File: config.mk
export PLATFORM = sky130hd
export DESIGN_NAME = dsn_ctrl
export DESIGN_NICKNAME = d
export VERILOG_FILES = /design/src/rtl/dsn_pkg.sv /design/src/rtl/dsn_rule.sv /design/src/rtl/dsn_fsm.sv /design/src/rtl/dsn_steer.sv /design/src/rtl/dsn_ctrl.sv
export SDC_FILE = /design/constraint.sdc
export NUM_CORES = 1
export LEC_CHECK = 0
export ABC_AREA = 0
export ABC_CLOCK_PERIOD_IN_PS = 3800
export BUFFER_PORTS_ARGS = -buffer_cell sky130_fd_sc_hd__buf_4
export CAP_MARGIN = 0
export CORE_AREA = 2 2 39 41
export CTS_BUF_LIST = sky130_fd_sc_hd__clkbuf_8
export DETAILED_ROUTE_END_ITERATION = 8
export DIE_AREA = 0 0 41 43
export PLACE_DENSITY = 0.48
export SLEW_MARGIN = 30
export SYNTH_ARGS = -nofsm -noshare
export SYNTH_HDL_FRONTEND = slang
export SYNTH_HIERARCHICAL = 1
export SYNTH_SLANG_ARGS = --single-unit
File: constraint.sdc
create_clock -name clk -period 3.8 [get_ports clk]
set_input_delay 0.19 -clock clk [delete_from_list [all_inputs] [get_ports clk]]
set_output_delay 0.19 -clock clk [all_outputs]
set_load 0.03 [all_outputs]
File: src/rtl/dsn_pkg.sv
package dsn_pkg;

    typedef enum logic [1:0] {
        BK_PLAIN  = 2'd0,
        BK_LIKELY = 2'd1,
        BK_CANCEL = 2'd2,
        BK_RSVD   = 2'd3
    } br_kind_e;

    typedef enum logic [1:0] {
        NS_SEQ    = 2'd0,
        NS_TARGET = 2'd1,
        NS_HOLD   = 2'd2
    } npc_sel_e;

    typedef enum logic [1:0] {
        ST_IDLE      = 2'd0,
        ST_SLOT_KEEP = 2'd1,
        ST_SLOT_DROP = 2'd2
    } slot_state_e;

endpackage

File: src/rtl/dsn_rule.sv
module dsn_rule
    import dsn_pkg::*;
(
    input  br_kind_e kind,
    input  logic     pred,
    input  logic     taken,
    output logic     kill
);

    always_comb begin
        unique case (kind)
            BK_LIKELY: kill = !taken;
            BK_CANCEL: kill = taken ^ pred;
            default:   kill = 1'b0;
        endcase
    end

endmodule

File: src/rtl/dsn_fsm.sv
module dsn_fsm
    import dsn_pkg::*;
(
    input  logic        clk,
    input  logic        rst_n,
    input  logic        br_go,
    input  logic        kill,
    input  logic        retire,
    input  logic        dec_valid,
    input  logic        dec_is_br,
    output slot_state_e state,
    output logic        pending,
    output logic        commit,
    output logic        nullify,
    output logic        err
);

    slot_state_e state_nx;

    // state register
    always_ff @(posedge clk) begin
        if (!rst_n) state <= ST_IDLE;
        else        state <= state_nx;
    end

    // transitions
    always_comb begin
        state_nx = state;
        unique case (state)
            ST_IDLE: begin
                if (br_go) state_nx = kill ? ST_SLOT_DROP : ST_SLOT_KEEP;
            end
            ST_SLOT_KEEP, ST_SLOT_DROP: begin
                if (retire) state_nx = ST_IDLE;
            end
            default: state_nx = ST_IDLE;
        endcase
    end

    // outputs
    always_comb begin
        pending = 1'b0;
        commit  = 1'b0;
        nullify = 1'b0;
        err     = 1'b0;
        unique case (state)
            ST_SLOT_KEEP: begin
                pending = 1'b1;
                commit  = dec_valid;
                err     = dec_valid && dec_is_br;
            end
            ST_SLOT_DROP: begin
                pending = 1'b1;
                nullify = dec_valid;
                err     = dec_valid && dec_is_br;
            end
            default: ;
        endcase
    end

endmodule

File: src/rtl/dsn_steer.sv
module dsn_steer
    import dsn_pkg::*;
(
    input  logic     adv,
    input  logic     br_go,
    input  logic     taken,
    output npc_sel_e sel
);

    always_comb begin
        if (!adv)               sel = NS_HOLD;
        else if (br_go && taken) sel = NS_TARGET;
        else                     sel = NS_SEQ;
    end

endmodule

File: src/rtl/dsn_ctrl.sv
module dsn_ctrl
    import dsn_pkg::*;
(
    input  logic       clk,
    input  logic       rst_n,
    input  logic       adv,
    input  logic       dec_valid,
    input  logic       dec_is_br,
    input  logic [1:0] dec_kind,
    input  logic       dec_pred,
    input  logic       dec_taken,
    output logic [1:0] npc_sel,
    output logic       slot_pending,
    output logic       slot_commit,
    output logic       slot_nullify,
    output logic       slot_err
);

    slot_state_e st;
    npc_sel_e    sel;
    logic        kill;
    logic        br_go;
    logic        retire;

    // a branch is accepted only from idle, when it leaves decode
    assign br_go  = adv && dec_valid && dec_is_br && !slot_pending;
    assign retire = adv && dec_valid;

    dsn_rule u_rule (
        .kind  (br_kind_e'(dec_kind)),
        .pred  (dec_pred),
        .taken (dec_taken),
        .kill  (kill)
    );

    dsn_fsm u_fsm (
        .clk       (clk),
        .rst_n     (rst_n),
        .br_go     (br_go),
        .kill      (kill),
        .retire    (retire),
        .dec_valid (dec_valid),
        .dec_is_br (dec_is_br),
        .state     (st),
        .pending   (slot_pending),
        .commit    (slot_commit),
        .nullify   (slot_nullify),
        .err       (slot_err)
    );

    dsn_steer u_steer (
        .adv   (adv),
        .br_go (br_go),
        .taken (dec_taken),
        .sel   (sel)
    );

    assign npc_sel = sel;

endmodule

## After elaboration in Yosys (flattened, before gate mapping)

Cells that the tools add are included.

- Equal/unequal tests: 6
- Mux-type cells: 11
- Bitwise operators: 1
- Reduce and logical (&&, ||, !) cells: 10

Operator list:

| kind | number |
|---|---|
| 2-bit two-way mux | 4 |
| 1-bit logical AND | 5 |
| 1-bit two-way mux | 5 |
| 2-bit by 1-bit == test with 1-bit output (second input constant) | 2 |
| 2-bit == test (second input constant) | 2 |
| 2-bit by 1-bit inequality test with 1-bit output (second input constant) | 2 |
| 2-bit case mux with 2 select lines | 1 |
| 1-bit zero test | 2 |
| 2-bit zero test | 1 |
| 1-bit case mux with 2 select lines | 1 |
| 2-bit AND reduction | 1 |
| 2-bit OR reduction | 1 |
| 1-bit bitwise XOR | 1 |

- Register bits: 2
- Input port bits: 9
- Output and inout bits: 6
- Logic and storage cells: 29

## Depth between registers and ports, before layout

Gate-level depths: netlist (run 1).

- Depth in word-level cells: 8
- Depth in mapped cells: 6
- Depth with buffers taken out: 6

## Hierarchy

Netlist (run 1), hierarchy kept.

By module, submodules not included:

| module | instances | cells an instance | area an instance (um^2) | seq. area each (um^2) |
|---|---|---|---|---|
| dsn_fsm | 1 | 19 | 165.2 | 40.0 |
| dsn_rule | 1 | 7 | 61.3 | 0.0 |
| dsn_ctrl | 1 | 2 | 16.3 | 0.0 |
| dsn_steer | 1 | 2 | 10.0 | 0.0 |

## Worst setup path before layout (run 1)

Ideal clock, no wire load.

- Kind: reg2out
- Start: register u_fsm.state[0]
- End: output port npc_sel[0]
- Arrival: 1.467 ns
- Required time: 3.610 ns
- Slack: 2.143 ns
- Stages on the path, launching flop included: 5
- Buffers on the path: 0
- Path through: dfxtp_1 > inv_1 > ha_1 > and4b_1 > and3_1

- Cells in the longest elaborated chain, start to end: 8
- Elaborated cells on any way between the ends: 9
- Those cells by class: 2 x eq/ne; 3 x mux; 4 x reduce/logical

RTL lines:

| what | line | text |
|---|---|---|
| from (decl) | dsn_fsm.sv:11 | `output slot_state_e state,` |
| from (signal assigned) | dsn_fsm.sv:23 | `else state <= state_nx;` |
| 2-bit by 1-bit == test with 1-bit output / 2-bit == test (equally long branches) | dsn_fsm.sv:46 | `unique case (state)` |
| 2-bit OR reduction (no source line) * | -- |  |
| 1-bit two-way mux * | dsn_fsm.sv:46 |  |
| named net slot_pending | dsn_ctrl.sv:13 | `output logic slot_pending,` |
| 1-bit zero test * | dsn_ctrl.sv:26 | `assign br_go = adv && dec_valid && dec_is_br && !slot_pending;` |
| 1-bit logical AND * | dsn_ctrl.sv:26 |  |
| named net br_go | dsn_ctrl.sv:22 | `logic br_go;` |
| 1-bit logical AND * | dsn_steer.sv:12 | `else if (br_go && taken) sel = NS_TARGET;` |
| 1-bit two-way mux * | dsn_steer.sv:12 |  |
| 2-bit two-way mux * | dsn_steer.sv:11 | `if (!adv) sel = NS_HOLD;` |
| to (decl) | dsn_ctrl.sv:12 | `output logic [1:0] npc_sel,` |

The timed path passes the listed nets; every way through them passes the cells marked *.

## Worst setup path after layout (run 1)

- Start: register u_fsm.state[0]
- End: output port npc_sel[0]

- Cells in the longest elaborated chain, start to end: 8
- Elaborated cells on any way between the ends: 9
- Those cells by class: 2 x eq/ne; 3 x mux; 4 x reduce/logical

RTL lines:

| what | line |
|---|---|
| 2-bit by 1-bit == test with 1-bit output / 2-bit == test (equally long branches) | dsn_fsm.sv:46 |
| 2-bit OR reduction (no source line) * | -- |
| 1-bit two-way mux * | dsn_fsm.sv:46 |
| 1-bit zero test * | dsn_ctrl.sv:26 |
| 1-bit logical AND * | dsn_ctrl.sv:26 |
| named net br_go | dsn_ctrl.sv:22 |
| 1-bit logical AND * | dsn_steer.sv:12 |
| 1-bit two-way mux * | dsn_steer.sv:12 |
| 2-bit two-way mux * | dsn_steer.sv:11 |

Marks and branches as above.

==> results of run 1 <==
## kinds of logic (layout without fill, tap and decap cells)
group                      count (synthesis)  after routing  synth area share, %
DFF                                        2              2                 15.8
and+or+nand+nor                           11             11                 29.2
buffers and inverters                      7             24                 10.4
muxes                                      2              2                 7.92
adders and majority gates                  5              5                 24.8
AOI/OAI and AO/OA                          3              3                 11.9
## power groups by stage
| stage | clock [mW] | sequential [mW] | combinational [mW] |
|---|---|---|---|
| floorplan | 0 | 0.0280 | 0.0568 |
| global placement | 0 | 0.0290 | 0.0818 |
| detailed placement | 0 | 0.0287 | 0.0825 |
| CTS | 0.0857 | 0.0285 | 0.0825 |
| global route | 0.0883 | 0.0293 | 0.0908 |
| finish | 0.0821 | 0.0283 | 0.0812 |
## layout by cell type, fill, tap and decap left out
| cell type | netlist | layout |
|---|---|---|
| and3_2 | 1 | 1 |
| nand3b_1 | 1 | 1 |
| o22ai_2 | 1 | 1 |
| a21oi_1 | 1 | 1 |
| o31ai_2 | 1 | 1 |
| nand2_1 | 2 | 2 |
| and3_1 | 1 | 1 |
| and4b_1 | 1 | 1 |
| nand3_1 | 1 | 1 |
| dfxtp_1 | 2 | 2 |
| buf_4 | 0 | 14 |
| inv_1 | 7 | 7 |
| nand4bb_1 | 1 | 1 |
| mux2i_1 | 2 | 2 |
| clkbuf_8 | 0 | 3 |
| ha_1 | 5 | 5 |
| and2_1 | 3 | 3 |
## synthesized netlist by cell type
cell	number	area [um^2]
mux2i_1	2	20.0
o31ai_2	1	12.5
ha_1	5	62.6
and3_1	1	6.26
dfxtp_1	2	40.0
nand3b_1	1	7.51
and4b_1	1	10.0
a21oi_1	1	5.00
inv_1	7	26.3
nand4bb_1	1	11.3
and3_2	1	7.51
and2_1	3	18.8
nand2_1	2	7.51
o22ai_2	1	12.5
nand3_1	1	5.00
## metal layers
metal  vias up  wire [um]  global-route usage (%)
met5         -          0                       0
met4         0          0                    2.00
met3         0         56                    6.28
met2        10        211                    11.3
met1       103        234                    7.64
li1        135          -                       -
## stage by stage
stage	power [mW]	instances
6_report	0.192	63
2_1_floorplan	0.0848	30
5_1_grt	0.208	63
4_1_cts	0.197	63
3_5_place_dp	0.111	60
3_3_place_gp	0.111	60
## worst paths after layout
path,startpoint,end,slack [ps]
max reg2reg,u_fsm/state[1],u_fsm/state[1],2410
max,u_fsm/state[0],npc_sel[0],2070
min reg2reg,u_fsm/state[0],u_fsm/state[0],480
min,rst_n,u_fsm/state[0],270
## critical path, cell delays in order, from the launching register on
cell     delay [ps]
dfxtp_1         330
inv_1            70
ha_1            340
and4b_1         290
and3_1          150
buf_4           150
## final cells by class
| class | count | area [um^2] |
|---|---|---|
| clock buffers | 3 | 41.3 |
| fillers | 146 | 965 |
| inverters | 7 | 26.3 |
| multi-input cells | 21 | 186 |
| flip-flops and latches | 2 | 40.0 |
| well taps | 16 | 20.0 |
| repair buffers | 14 | 105 |
==> impl_results.md, run 1 <==
* Status: completed
* Layout cells sized above 1 at 42.6%
* Full die area at 1760 um^2
* Clock power share at 42.9%
* Final setup viols at 0
* Number of CTS-inserted buffers at 3
* Resize count post-CTS at 0
* First-pass GRT wire length at 890 um
* Final Util at 30.3%
* Hold Path Depth at 3
* Cells after Synth at 30
* Yosys cell types at 15
* Row count at 14
* Synth Cell Area at 253 um^2
* Fin. Hold Viols at 0
* Pre-CTS WS at 2280 ps
* Logic gate share of total power at 42.4%
* Max-cap violation count at 0
* Placed cell areas at 378 um^2
* #FFs+latches synth at 2
* Vias per cell at 3.94
* Total GRT Usage at 7.51%
* Drt total wl at 502 um
* Yosys warnings at 6
* Via count at 248
* Worst skew pair latency at 210 ps
* Sw frac at 32.6%
* Hold_buf cts at 0
* Pleak at 0.230 nW
* Largest net degree at the start of global routing at 6
* Worst slew margin at 86.6%
* CTS Root Buffer Type: clkbuf_8
* Syn_nets at 44
* Sequential power share at 14.8%
* DRT Pass-1 Iters at 4
* RSZ-0062 raised after global routing: no
* Worst setup margin at 2070 ps
* TNS Setup at 0 ps
* Final min period at 1730 ps
* Maximum vdd drop at 0.180 mV
* Hold Slack at 274 ps
* GR Overflow Total at 0
* Reg2reg path depth at 5
* Initial core utilization at 18.3%
* Max reg flops at 2
* CTS Buffer Depth at 2
* Nets at 63
* Pwr Density at 457 nW/um^2
* Design area at 419 um^2
* Die X at 41 um
* Largest Register: u_fsm/state
* Critical path class: reg2out
* Syn avg cell area at 8.42 um^2
* CTS tree: done
* Clock net sink count at 2
* Tcrit/Tclk final at 45.5%
* Worst-Margin Slew at 200 ps
* Crit. End Element: output port
* Post-CTS setup buffer count at 0
* Total core area at 1380 um^2
* Routed length per instance at 7.97 um
* Die Y at 43 um
* Area grow syn2layout at 65.8%
* DRC at 0
* Max FO, Critical Path at 4
* HP Class: in2reg
* Largest registers: u_fsm/state (2)
* N_diodes at 0
* RePlAce Congestion at 0.593
* Final Slew Violations at 0
* Clk_skew at 3.10 ps
* Fmax at 0.579 GHz
* I/O pin count at 15
* Number of global-route vias before repair at 259
* Initial antenna violation count at 0
* Clock-pin slew of the registers on the worst-case setup and hold paths at 30 ps
* H-tree levels at 1
* Worst path required time at 3610 ps
* Register area share after synthesis at 15.8%
* CP arrival at 1540 ps
* I/O Buffers at 14
* Drt initial violations at 4
* Internal at 0.129 mW
* Crit start category: register
* DRT antenna net count at 0
* Sw power at 0.0625 mW
Power figures use the tool's default switching activity.
==> run 2: changes to the inputs <==
--- a/config.mk
+++ b/config.mk
@@ -6,7 +6,7 @@
 export NUM_CORES = 1
 export LEC_CHECK = 0
 export ABC_AREA = 0
-export ABC_CLOCK_PERIOD_IN_PS = 3800
+export ABC_CLOCK_PERIOD_IN_PS = 1700
 export BUFFER_PORTS_ARGS = -buffer_cell sky130_fd_sc_hd__buf_4
 export CAP_MARGIN = 0
 export CORE_AREA = 2 2 39 41
==> constraint.sdc (replaced) <==
create_clock -name clk -period 1.7 [get_ports clk]
set_input_delay 0.085 -clock clk [delete_from_list [all_inputs] [get_ports clk]]
set_output_delay 0.085 -clock clk [all_outputs]
set_load 0.03 [all_outputs]
==> impl_results.md, run 2 (same netlist as run 1, synthesis figures left out) <==
* Largest Register: u_fsm/state
* Tcrit/Tclk final at 95.4%
* Hold Path Depth at 3
* CTS tree: done
* Number of CTS-inserted buffers at 3
* DP Wirelength at 417 um
* Number of global-route vias before repair at 217
* Resize count post-CTS at 0
* Row count at 14
* GR Overflow Total at 0
* Clock net sink count at 2
* Filler cell count at 157
* Area grow syn2layout at 68.8%
* Initial antenna violation count at 0
* R2R setup slack at 200 ps
* Total GRT Usage at 6.61%
* CTS Root Buffer Type: clkbuf_8
* Clock power share at 42.7%
* I/O pin count at 15
* Full die area at 1760 um^2
* Crit start category: register
* Most common cell after layout, fill and taps aside: buf_4
* Vias per cell at 3.92
* Worst path required time at 1620 ps
* RePlAce Congestion at 0.626
* Layout cells sized above 1 at 43.8%
* Worst setup margin at 77.7 ps
* Drt initial violations at 0
* Die X at 41 um
* Pleak at 0.236 nW
* Fin. Hold Viols at 0
* Final min period at 1620 ps
* First-pass GRT wire length at 772 um
* Max reg flops at 2
* Critical path buffer and inverter count at 2
* Total core area at 1380 um^2
* CP arrival at 1540 ps
* Hold path startpoint: rst_n
* DRT Pass-1 Iters at 1
* CTS Buffer Depth at 2
* Max-cap violation count at 0
* Placed cell count at 60
* Initial core utilization at 18.3%
* Most frequent cells in the layout: buf_4, inv_1, ha_1
* Die Y at 43 um
* DRT antenna net count at 0
* Pre-CTS WS at 277 ps
* RR Endpoint: u_fsm/state[1]
* R2r startpoint: u_fsm/state[0]
* Worst skew pair latency at 210 ps
* Worst slew margin at 86.4%
* Sw frac at 32.3%
* Critical path class: reg2out
* Final setup viols at 0
* Worst-path cell chain: inv_1 > ha_1 > and4b_1 > and3_1 > buf_4
* Worst-Margin Slew at 203 ps
* DRC at 0
* HP Class: in2reg
* Largest net degree at the start of global routing at 6
* Logic gate share of total power at 42.4%
* Max FO, Critical Path at 4
* Drt total wl at 505 um
* RSZ-0062 raised after global routing: no
* Final non-filler cell total at 64
* Internal at 0.290 mW
* Sw power at 0.138 mW
* Hold_buf cts at 0
* Critical Path Slowest Stage Cell: dfxtp_1
* Crit. End Element: output port
* I/O Buffers at 14
* CP top delay family: simple AND/OR/NAND/NOR gates
* Largest registers: u_fsm/state (2)
* Routed length per instance at 7.89 um
* N_diodes at 0
* Final Slew Violations at 0
* Reg2reg path depth at 6
* Fmax at 0.616 GHz
* Maximum vdd drop at 0.554 mV
* Hold Crit Endpoint: u_fsm/state[0]
* Nets at 64
* H-tree levels at 1
* Clk_skew at 3.33 ps
* Pwr Density at 1010 nW/um^2
* Via count at 251
* Status: completed
* Sequential power share at 14.9%
* Post-CTS setup buffer count at 0
* Critical Path Max Stage Delay at 340 ps
* TNS Setup at 0 ps
* Clock-pin slew of the registers on the worst-case setup and hold paths at 30 ps
[run 2: cell types whose count changed in the layout (fill, tap and decap cells not counted)]
cell,previous run,this run
buf_4,14,15
[run 2: stage by stage]
stage          utilization (%)  instance area (um^2)  power, mW  hold slack, ps
6_report                  30.8                   427      0.429             168
5_1_grt                   30.8                   427      0.462             183
4_1_cts                   30.3                   419      0.436             166
3_5_place_dp              27.3                   378      0.246             387
3_3_place_gp              27.3                   378      0.246             387
2_1_floorplan                -                   253      0.190             234
[run 2: power groups by stage]
stage	clock (mW)	sequential (mW)	combinational, mW
6_report	0.183	0.0640	0.182
3_5_place_dp	0	0.0647	0.181
4_1_cts	0.191	0.0641	0.182
5_1_grt	0.196	0.0660	0.200
2_1_floorplan	0	0.0627	0.127
3_3_place_gp	0	0.0637	0.183
[run 2: worst max-delay path by stage]
stage | from | endpoint | slack, ps | depth (start not counted)
after global placement | u_fsm/state[1] | npc_sel[0] | 280 | 5
final | u_fsm/state[0] | npc_sel[0] | 80 | 5
after floorplan | u_fsm/state[0] | npc_sel[0] | 150 | 4
after detailed placement | u_fsm/state[0] | npc_sel[0] | 280 | 5
after CTS | u_fsm/state[0] | npc_sel[0] | 50 | 5
after global routing | u_fsm/state[0] | npc_sel[0] | 9 | 5
[run 2: cell type report]
cell class / instances / area (um^2) / share of cell area (%)
sequential: 2 / 40.0 / 9.38
inverter: 7 / 26.3 / 6.16
tap: 16 / 20.0 / 4.69
timing repair buffer: 15 / 113 / 26.4
clock buffer: 3 / 41.3 / 9.68
multi-input combinational: 21 / 186 / 43.7
[run 2: worst min-delay path, cell delays in order]
cell     delay (ps)
buf_4           120
nand2_1          60
mux2i_1          60
[run 2: metal layers]
metal  track usage, %  vias up  wire (um)  share of wire [%]
met5                0        -          0                  0
met4                0        0          0                  0
met3             6.28        0         67                 13
met2             10.6       10        217                 43
met1             6.39      105        220                 44
li1                 -      136          -                  -
